[src/rtl/vbus_pwr_ctl.sv]
module vbus_pwr_ctl (
  input  logic clk,
  input  logic rst,
  input  logic drv_int,
  input  logic drv_ext,
  input  logic ind_use,
  input  logic ind_pass,
  input  logic fault_in,
  input  logic cmp_vld,
  input  logic evt_ack,
  output logic pump_en,
  output logic psw_oe,
  output logic vbus_vld,
  output logic evt_req,
  output logic evt_val
);

  logic sync_a, sync_b, sync_d;
  logic watch, chg;

  assign watch    = ind_use & ind_pass;
  assign chg      = watch & (sync_b ^ sync_d);
  assign vbus_vld = watch ? sync_b : cmp_vld;

  always_ff @(posedge clk) begin
    if (rst) begin
      pump_en <= 1'b0;
      psw_oe  <= 1'b0;
    end else begin
      pump_en <= drv_int & ~drv_ext;
      psw_oe  <= drv_ext;
    end
  end

  always_ff @(posedge clk) begin
    if (rst) begin
      sync_a <= 1'b0;
      sync_b <= 1'b0;
      sync_d <= 1'b0;
    end else begin
      sync_a <= fault_in;
      sync_b <= sync_a;
      sync_d <= sync_b;
    end
  end

  always_ff @(posedge clk) begin
    if (rst) begin
      evt_req <= 1'b0;
      evt_val <= 1'b0;
    end else if (chg) begin
      evt_req <= 1'b1;
      evt_val <= sync_b;
    end else if (evt_ack) begin
      evt_req <= 1'b0;
    end
  end

endmodule

[config.mk]
export PLATFORM = sky130hd
export DESIGN_NAME = vbus_pwr_ctl
export DESIGN_NICKNAME = d
export VERILOG_FILES = /design/src/rtl/vbus_pwr_ctl.sv
export SDC_FILE = /design/constraint.sdc
export NUM_CORES = 1
export LEC_CHECK = 0
export ABC_CLOCK_PERIOD_IN_PS = 1850
export BUFFER_PORTS_ARGS = -buffer_cell sky130_fd_sc_hd__buf_2
export CORE_AREA = 4 4 41 43
export DETAILED_ROUTE_END_ITERATION = 6
export DIE_AREA = 0 0 45 47
export PLACE_DENSITY_LB_ADDON = 0.15
export SYNTH_ARGS = -nofsm -noshare
export SYNTH_HDL_FRONTEND = slang
export SYNTH_SLANG_ARGS = --single-unit
[constraint.sdc]
create_clock -name clk -period 1.85 [get_ports clk]
set_input_delay 0.185 -clock clk [delete_from_list [all_inputs] [get_ports clk]]
set_output_delay 0.185 -clock clk [all_outputs]
set_load 0.005 [all_outputs]
==> results.rst, run 1 <==
.. list-table::
   :header-rows: 1

   * - Metric
     - Value
   * - Post-CTS setup-driven buffer insertion count
     - 0
   * - Yosys synthesis warning count
     - 0
   * - Slew margin rel.
     - 0.863
   * - Maximum ir drop on the vdd rail
     - 0.233 mV
   * - Syn_nets
     - 31
   * - Critical Path Slowest Stage Cell
     - dfxtp_1
   * - Core region area
     - 1300 um2
   * - Part of the power in registers
     - 0.496
   * - CTS sink cnt
     - 7
   * - Distinct cell type count of the synthesized netlist
     - 12
   * - Most Used Layer, Global Route
     - met2
   * - Number of buffers inserted by hold repair at cts
     - 0
   * - Setup crit start kind
     - flop
   * - Part of the Yosys area used for sequential elements
     - 0.589
   * - Leakage power of the design
     - 0.160 nW
   * - Cells after Synth
     - 22
   * - Via count of the first global-routing pass
     - 232
   * - Leading cell types in the layout, fill and taps excluded
     - buf_2 (13), dfxtp_1 (7), nor2b_1 (4)
   * - Run status
     - completed
   * - Net switching power of the design
     - 0.0661 mW
   * - Hold/Removal Path Class
     - input port to flop
   * - Width of the die
     - 45 um
   * - Vert. Die Dim
     - 47 um
   * - Min-delay src
     - drv_ext
   * - Global-route usage over all layers
     - 0.0602
   * - I/O pin cnt
     - 14
   * - Most common cell after layout, fill and taps aside
     - buf_2
   * - Min Clock Period, post-route
     - 1.19 ns
   * - Worst setup slack before clock tree synthesis
     - 0.847 ns
   * - Worst-case clock buffer depth
     - 2
   * - Synthesis-to-layout area growth
     - 46.3%
   * - Largest net degree at the start of global routing
     - 8
   * - Antenna Nets Post-Route
     - 0
   * - Initial antenna violation count
     - 0
   * - Cell-internal power
     - 0.254 mW
   * - Share of final-layout standard cells stronger than drive strength 1
     - 0.436
   * - Cell taking the most area after synthesis
     - dfxtp_1
   * - Worst-path cell chain
     - mux2_1 -> buf_2
   * - Clock network fraction of design power
     - 0.420
   * - DRC violation count after routing
     - 0
   * - Number of vias in the routed layout
     - 214
   * - Share of Yosys cell area claimed by the top area cell type
     - 0.589
   * - Worst path arrival time
     - 1.00 ns
   * - Total grt overflow
     - 0
   * - Setup slack after layout
     - 0.661 ns
   * - Worst R2R Start
     - sync_b
   * - Upper clock frequency limit
     - 0.841 GHz
   * - Initial DRT Pass Iterations
     - 2
   * - Met1 Use GR
     - 0.0550
   * - Hold Slack
     - 0.106 ns
   * - Clock-pin transition on the worst setup and hold timing paths
     - 0.05 ns
   * - DIE AREA
     - 2120 um2
   * - Fin Setup TNS
     - 0 ns
   * - Initial Util
     - 0.183
   * - Placed inst area
     - 322 um2
   * - Port Buffers
     - 13
   * - Post-route fraction of the period consumed by the critical path
     - 0.642
   * - Layout net count
     - 49
   * - Wirelength, routed
     - 504 um
   * - First-pass GRT wire length
     - 848 um
   * - Number of instances resized during post-cts repair
     - 0
   * - Worst EP required
     - 1.66 ns
   * - Highest cell delay on the worst timing path
     - 0.34 ns
   * - Critical path class
     - flop to output pin
   * - Routed WL per cell
     - 9.33 um
   * - Global-route track usage on met3
     - 0.0345
   * - Routability cong.
     - 0.697
   * - Transition time at the pin with the least slew margin
     - 0.203 ns
   * - Number of synthesized register bits
     - 7
   * - Antenna diode instance count
     - 0
   * - Number of clock buffers inserted by TritonCTS
     - 3
   * - Origin of the worst setup path
     - sync_b
   * - Largest fanout on the critical path
     - 5
   * - Util after Layout
     - 0.267
   * - Clock root cell
     - clkbuf_4
   * - Met2 usage in global routing
     - 0.0960
   * - Mean number of vias per cell
     - 3.96
   * - Number of hold violations in the final report
     - 0
   * - Mean cell area of the mapped netlist
     - 10.8 um2
   * - Final instance area
     - 348 um2
   * - Number of setup violations in the final report
     - 0
   * - Switching share of total power
     - 0.206
   * - Number of max-slew violations in the final report
     - 0
   * - H-Tree Level Count
     - 1
   * - Source-to-sink clock delay at the later pin of the worst-skew pair
     - 0.25 ns
   * - Critical path buffers and inverters
     - 1
   * - Family with the most delay on the worst path
     - flip-flops
   * - Top cells by area, synth
     - dfxtp_1 (59%), nor2b_1 (11%), mux2_1 (4.7%), a2bb2oi_1 (3.7%), xnor2_1 (3.7%)
   * - Row count
     - 13
   * - Cell area after synthesis
     - 238 um2
   * - Combinational Power Share
     - 0.083
   * - Total power per unit cell area
     - 921 nW/um2
   * - Max-Cap Viols
     - 0
   * - Unrepaired setup endpoints after global routing
     - no
   * - Number of DRC violations after detailed-routing iteration 0
     - 1
   * - TritonCTS clock tree
     - done
   * - Category of the worst setup path capture point
     - output pin
   * - Worst setup skew after layout
     - 0.00200 ns
-- sequential cells by signal (all words and copies together), names as in the netlist --
register / flops
evt_val: 1
psw_oe: 1
sync_d: 1
sync_a: 1
evt_req: 1
pump_en: 1
sync_b: 1
-- metal layers --
metal,up-vias,routed length [um],share of wire
met5,-,0,0
met4,0,0,0
met3,0,77,0.15
met2,12,238,0.47
met1,96,188,0.37
li1,106,-,-
-- area by class of cell --
| class | count | area [um2] |
|---|---|---|
| Sequential cell | 7 | 140 |
| Clock buffer | 4 | 26.3 |
| Inverter | 2 | 7.51 |
| Timing Repair Buffer | 13 | 65.1 |
| Multi-Input combinational cell | 13 | 90.1 |
| Tap cell | 15 | 18.8 |
| Fill cell | 151 | 953 |
-- cell families (layout without fill, tap and decap cells) --
logic type	count (synthesis)	in the layout	synth area share
compound gates	3	3	0.0895
mux	1	1	0.0474
simple gates	8	8	0.205
xor+xnor	1	1	0.0368
buf+inv	2	19	0.0316
flops	7	7	0.589
-- synth_stat cells --
library cell	number
dfxtp_1	7
xnor2_1	1
inv_1	2
nand2_2	1
nand4_1	1
nor2b_1	4
a2bb2oi_1	1
mux2_1	1
nor3b_1	1
o31ai_1	1
nor2_1	1
a21oi_1	1
-- power by group through the flow --
| stage | registers, mW | logic, mW | clock network [mW] |
|---|---|---|---|
| finish | 0.159 | 0.0267 | 0.135 |
| floorplan | 0.162 | 0.0101 | 0 |
| CTS | 0.159 | 0.0273 | 0.146 |
| detailed placement | 0.162 | 0.0271 | 0 |
| global route | 0.160 | 0.0301 | 0.152 |
| global placement | 0.162 | 0.0260 | 0 |
-- through the flow --
| step | cells | power [mW] |
|---|---|---|
| after floorplan | 22 | 0.172 |
| after global placement | 50 | 0.188 |
| after detailed placement | 50 | 0.189 |
| after CTS | 54 | 0.332 |
| after global routing | 54 | 0.342 |
| final | 54 | 0.320 |
-- path summary, 6_finish.rpt --
kind / to / depth (start not counted) / slack [ns]
max: vbus_vld / 2 / 0.66
min: pump_en / 2 / 0.11
max reg2reg: evt_req / 3 / 0.99
min reg2reg: sync_b / 1 / 0.43
No activity file was read; power rests on OpenSTA's default activity.
==> run 2: changes to the inputs <==
ABC_CLOCK_PERIOD_IN_PS = 1050   (was 1850)
clock period = 1.05 ns   (was 1.85 ns; I/O delays follow)
==> results.rst, run 2 (synthesis results as in run 1) <==
.. list-table::
   :header-rows: 1

   * - Metric
     - Value
   * - Run status
     - completed
   * - Net switching power of the design
     - 0.117 mW (+77%)
   * - Cell-internal power
     - 0.456 mW (+79%)
   * - Switching share of total power
     - 0.204 (-0.00237)
   * - DRC violation count after routing
     - 0 (unchanged)
   * - Worst setup skew after layout
     - 0.00207 ns (+0.0000709 ns)
   * - Initial Util
     - 0.183 (unchanged)
   * - Mean number of vias per cell
     - 3.91 (-1.4%)
   * - First-pass GRT wire length
     - 841 um (-0.83%)
   * - Clock network fraction of design power
     - 0.412 (-0.008)
   * - Width of the die
     - 45 um (unchanged)
   * - Slew margin rel.
     - 0.871 (+0.00813)
   * - Post-route fraction of the period consumed by the critical path
     - 0.992
   * - TritonCTS clock tree
     - done
   * - Transition time at the pin with the least slew margin
     - 0.191 ns (-0.0121 ns)
   * - Unrepaired setup endpoints after global routing
     - yes
   * - Combinational Power Share
     - 0.099 (+0.016)
   * - Worst-path cell chain
     - mux2_4 -> buf_6
   * - Max-Cap Viols
     - 0 (unchanged)
   * - Total power per unit cell area
     - 1560 nW/um2 (+70%)
   * - Min Clock Period, post-route
     - 1.04 ns
   * - Number of vias in the routed layout
     - 215 (+0.47%)
   * - Hold/Removal Path Class
     - input port to flop
   * - Antenna diode instance count
     - 0 (unchanged)
   * - Number of DRC violations after detailed-routing iteration 0
     - 1 (unchanged)
   * - Post-DP HPWL
     - 407 um
   * - Layout net count
     - 50 (+2.0%)
   * - Via count of the first global-routing pass
     - 224 (-3.4%)
   * - Source-to-sink clock delay at the later pin of the worst-skew pair
     - 0.24 ns (about the same)
   * - Clock root cell
     - clkbuf_4
   * - Maximum ir drop on the vdd rail
     - 0.390 mV (+67%)
   * - Util after Layout
     - 0.282 (+0.0144)
   * - Leading cell types in the layout, fill and taps excluded
     - buf_2 (12), dfxtp_1 (6), nor2b_1 (4)
   * - Most common cell after layout, fill and taps aside
     - buf_2
   * - Initial antenna violation count
     - 0 (unchanged)
   * - I/O pin cnt
     - 14 (unchanged)
   * - Vert. Die Dim
     - 47 um (unchanged)
   * - Largest net degree at the start of global routing
     - 8 (unchanged)
   * - Core region area
     - 1300 um2 (unchanged)
   * - Clock-pin transition on the worst setup and hold timing paths
     - 0.05 ns (about the same)
   * - Part of the power in registers
     - 0.488 (-0.008)
   * - Total grt overflow
     - 0 (unchanged)
   * - Global-route usage over all layers
     - 0.0587 (-0.00154)
   * - Category of the worst setup path capture point
     - output pin
   * - Upper clock frequency limit
     - 0.960 GHz
   * - Wirelength, routed
     - 498 um (-1.2%)
   * - Number of setup violations in the final report
     - 0 (unchanged)
   * - H-Tree Level Count
     - 1 (unchanged)
   * - Highest cell delay on the worst timing path
     - 0.31 ns (-0.03 ns)
   * - Synthesis-to-layout area growth
     - 54.2%
   * - Fin Setup TNS
     - 0 ns (unchanged)
   * - Routability cong.
     - 0.697 (about the same)
   * - Worst path arrival time
     - 0.94 ns (-0.06 ns)
   * - Row count
     - 13 (unchanged)
   * - CTS sink cnt
     - 7 (unchanged)
   * - DIE AREA
     - 2120 um2 (unchanged)
   * - Worst-case clock buffer depth
     - 2 (unchanged)
   * - Setup crit start kind
     - flop
   * - Antenna Nets Post-Route
     - 0 (unchanged)
   * - Leakage power of the design
     - 0.172 nW (+7.5%)
   * - Number of clock buffers inserted by TritonCTS
     - 3 (unchanged)
   * - Critical path class
     - flop to output pin
   * - Routed WL per cell
     - 9.05 um (-3.0%)
   * - Number of max-slew violations in the final report
     - 0 (unchanged)
   * - Port Buffers
     - 13 (unchanged)
   * - Share of final-layout standard cells stronger than drive strength 1
     - 0.500 (+0.0641)
   * - Worst EP required
     - 0.94 ns (-0.72 ns)
   * - Initial DRT Pass Iterations
     - 4 (+2)
   * - Critical Path Slowest Stage Cell
     - dfxtp_2
   * - Number of hold violations in the final report
     - 0 (unchanged)
   * - Largest fanout on the critical path
     - 2 (-3)
## run 2: changes by cell type in the layout (fill, tap and decap cells not counted), sizes merged
cell,change
buf,+1
## run 2: final cells by class
type	instances	area [um2]
well taps	15	18.8
flip-flops and latches	7	141
repair buffers	14	78.8
clock buffers	4	26.3
multi-input cells	13	93.8
fillers	149	935
inverters	2	7.51
## run 2: what timing repair did
item | 4_1_cts | 5_1_grt
hold buffers | 0 | 0
endpoints found under the setup margin | 1 | 1
buffers inserted | 1 | 0
resized for setup | 3 | 0
## run 2: final timing paths
check | from | endpoint | slack, ns | cells after the start
worst max register to register | sync_b | evt_req | 0.12 | 4
worst min-delay path | drv_ext | pump_en | 0.03 | 2
worst max-delay path | sync_b | vbus_vld | 0.009 | 2
worst min register to register | sync_a | sync_b | 0.44 | 1
## run 2: worst max-delay path: cells and delay by family, from the launching register on
kind,cells,cell delay [ns]
DFF,1,0.31
muxes,1,0.27
buffers and inverters,1,0.11
## run 2: metal layers
metal  vias up  GRT usage  routed length, um
li1        108          -                  -
met1        95     0.0598                184
met2        12     0.0847                227
met3         0     0.0345                 86
met4         0     0.0526                  0
met5         -          0                  0
## run 2: through the flow
stage / total power, mW / instances / hold WS [ns] / area [um2] / worst slack [ns]
4_1_cts: 0.588 / 55 / 0.0151 / 367 / -0.00574
5_1_grt: 0.603 / 55 / 0.0428 / 367 / -0.0294
2_1_floorplan: 0.304 / 22 / 0.174 / 238 / 0.254
6_report: 0.573 / 55 / 0.0261 / 367 / 0.00850
3_5_place_dp: 0.333 / 50 / 0.283 / 322 / 0.186
3_3_place_gp: 0.331 / 50 / 0.277 / 322 / 0.206
## run 2: power by group through the flow
stage	clock network (mW)	logic (mW)	registers (mW)
floorplan	0	0.0179	0.286
global placement	0	0.0464	0.285
detailed placement	0	0.0478	0.286
CTS	0.251	0.0578	0.279
global route	0.259	0.0643	0.280
finish	0.236	0.0568	0.280
==> run 3: changes to the inputs <==
--- a/config.mk
+++ b/config.mk
@@ -9,4 +9,5 @@
 export BUFFER_PORTS_ARGS = -buffer_cell sky130_fd_sc_hd__buf_2
 export CORE_AREA = 4 4 41 43
+export CTS_BUF_LIST = sky130_fd_sc_hd__clkbuf_16
 export DETAILED_ROUTE_END_ITERATION = 6
 export DIE_AREA = 0 0 45 47
==> constraint.sdc (replaced) <==
create_clock -name clk -period 1.05 [get_ports clk]
set_input_delay 0.21 -clock clk [delete_from_list [all_inputs] [get_ports clk]]
set_output_delay 0.21 -clock clk [all_outputs]
set_load 0.005 [all_outputs]
==> results.rst, run 3 (synthesis results as in run 1) <==
.. list-table::
   :header-rows: 1

   * - Metric
     - Value
   * - Run status
     - finished, violations left
   * - Violated checks
     - setup timing
   * - Share of final-layout standard cells stronger than drive strength 1
     - 0.512 (+0.0122)
   * - Number of setup violations in the final report
     - 1 (+1)
   * - Worst-path cell chain
     - mux2_4 -> buf_6
   * - Number of max-slew violations in the final report
     - 0 (unchanged)
   * - I/O pin cnt
     - 14 (unchanged)
   * - Category of the worst setup path capture point
     - output pin
   * - Number of vias in the routed layout
     - 226 (+5.1%)
   * - Most common cell after layout, fill and taps aside
     - buf_2
   * - Final instance area
     - 427 um2 (+16%)
   * - Clock root cell
     - clkbuf_16
   * - Largest fanout on the critical path
     - 2 (unchanged)
   * - Vert. Die Dim
     - 47 um (unchanged)
   * - Worst setup skew after layout
     - 0.00142 ns (-0.000656 ns)
   * - DRC violation count after routing
     - 0 (unchanged)
   * - Unrepaired setup endpoints after global routing
     - yes
   * - Synthesis-to-layout area growth
     - 79.5%
   * - Number of DRC violations after detailed-routing iteration 0
     - 5 (+4)
   * - Filler cells
     - 145 (-2.7%)
   * - Upper clock frequency limit
     - 0.894 GHz (-6.9%)
   * - Hold/Removal Path Class
     - input port to flop
   * - Antenna diode instance count
     - 0 (unchanged)
   * - Port Buffers
     - 13 (unchanged)
   * - Worst path arrival time
     - 0.91 ns (-0.03 ns)
   * - Met1 Use GR
     - 0.0706 (+0.0108)
   * - Setup crit start kind
     - flop
   * - Via count of the first global-routing pass
     - 229 (+2.2%)
   * - Wirelength, routed
     - 495 um (-0.60%)
   * - Met2 usage in global routing
     - 0.0876 (+0.00282)
   * - First-pass GRT wire length
     - 910 um (+8.2%)
   * - Leakage power of the design
     - 0.204 nW (+18%)
   * - Clock-pin transition on the worst setup and hold timing paths
     - 0.04 ns (about the same)
   * - Setup slack after layout
     - -0.0681 ns (-0.0766 ns)
   * - Number of clock buffers inserted by TritonCTS
     - 3 (unchanged)
   * - Initial antenna violation count
     - 0 (unchanged)
   * - Slew margin rel.
     - 0.871 (about the same)
   * - Total power per unit cell area
     - 2270 nW/um2 (+45%)
   * - Leading cell types in the layout, fill and taps excluded
     - buf_2 (12), dfxtp_1 (6), nor2b_1 (4)
   * - Min Clock Period, post-route
     - 1.12 ns (+0.0766 ns)
   * - Source-to-sink clock delay at the later pin of the worst-skew pair
     - 0.23 ns (about the same)
   * - Mean number of vias per cell
     - 4.04 (+3.2%)
   * - Layout net count
     - 51 (+2.0%)
   * - Width of the die
     - 45 um (unchanged)
   * - Maximum ir drop on the vdd rail
     - 0.841 mV (+120%)
   * - Origin of the worst setup path
     - sync_b
   * - Critical Path Slowest Stage Cell
     - dfxtp_2
   * - Transition time at the pin with the least slew margin
     - 0.192 ns (+0.000515 ns)
   * - Critical path class
     - flop to output pin
   * - DIE AREA
     - 2120 um2 (unchanged)
   * - Placed inst area
     - 329 um2 (+2.3%)
   * - Worst-case clock buffer depth
     - 2 (unchanged)
   * - H-Tree Level Count
     - 1 (unchanged)
   * - Initial Util
     - 0.183 (unchanged)
   * - Global-route usage over all layers
     - 0.0617 (+0.00298)
   * - Hold Slack
     - 0.156 ns (+0.130 ns)
   * - Most Used Layer, Global Route
     - met2
   * - Initial DRT Pass Iterations
     - 3 (-1)
   * - Worst R2R Start
     - sync_b
   * - Core region area
     - 1300 um2 (unchanged)
   * - Antenna Nets Post-Route
     - 0 (unchanged)
   * - Highest cell delay on the worst timing path
     - 0.31 ns (about the same)
   * - Largest net degree at the start of global routing
     - 8 (unchanged)
   * - Routability cong.
     - 0.678 (-2.8%)
   * - Number of hold violations in the final report
     - 0 (unchanged)
   * - Max-Cap Viols
     - 0 (unchanged)
   * - Worst EP required
     - 0.84 ns (-0.10 ns)
   * - Total grt overflow
     - 0 (unchanged)
   * - Row count
     - 13 (unchanged)
   * - Global-route track usage on met3
     - 0.0383 (+0.00383)
   * - CTS sink cnt
     - 7 (unchanged)
   * - Min-delay src
     - drv_ext
   * - TritonCTS clock tree
     - done
   * - Post-route fraction of the period consumed by the critical path
     - 1.06 (+0.0730)
   * - Routed WL per cell
     - 8.84 um (-2.4%)
## run 3: cell count changes in the layout (fill, tap and decap cells not counted), sizes merged
cell / change
buf: +1
inv: +1
clkbuf: -1
## run 3: layout make-up
type                       instances  area, um2  share of cell area
multi-input combinational         13       93.8               0.220
timing repair buffer              15       86.3               0.202
inverter                           2       7.51              0.0176
sequential                         7        141               0.331
tap                               15       18.8              0.0440
clock buffer                       3       75.1               0.176
clock inverter                     1       3.75             0.00880
## run 3: repair_timing
action | 4_1_cts | 5_1_grt
resized for setup | 2 | 1
buffers inserted | 1 | 0
hold buffers | 0 | 0
setup endpoints to repair | 1 | 1
## run 3: through the flow
step | power (mW) | worst slack (ns) | util | setup TNS [ns] | instances
6_report | 0.968 | -0.0681 | 0.328 | -0.0681 | 56
4_1_cts | 0.979 | -0.0751 | 0.323 | -0.0751 | 56
3_5_place_dp | 0.336 | 0.00943 | 0.253 | 0 | 51
5_1_grt | 1.02 | -0.0937 | 0.328 | -0.0937 | 56
3_3_place_gp | 0.334 | 0.0230 | 0.253 | 0 | 51
2_1_floorplan | 0.304 | 0.230 | - | 0 | 22
## run 3: final timing paths
check | to | slack, ns | depth (start not counted)
max | vbus_vld | -0.07 | 2
min | pump_en | 0.16 | 2
max reg2reg | evt_req | 0.14 | 4
min reg2reg | sync_b | 0.43 | 1
## run 3: where the power goes
group          internal [mW]  total, mW  switching, mW
combinational         0.0373     0.0594         0.0221
sequential             0.278      0.281        0.00301
clock                  0.494      0.628          0.133
total                  0.809      0.968          0.158
## run 3: metal layers
metal | vias up | share of wire
li1 | 112 | -
met1 | 102 | 0.43
met2 | 12 | 0.42
met3 | 0 | 0.15
met4 | 0 | 0
met5 | - | 0
## run 3: worst max-delay path, delay by kind of cell, from the launching register on
family                 cells  cell delay, ns
buffers and inverters      1            0.11
multiplexers               1            0.26
flip-flops                 1            0.31
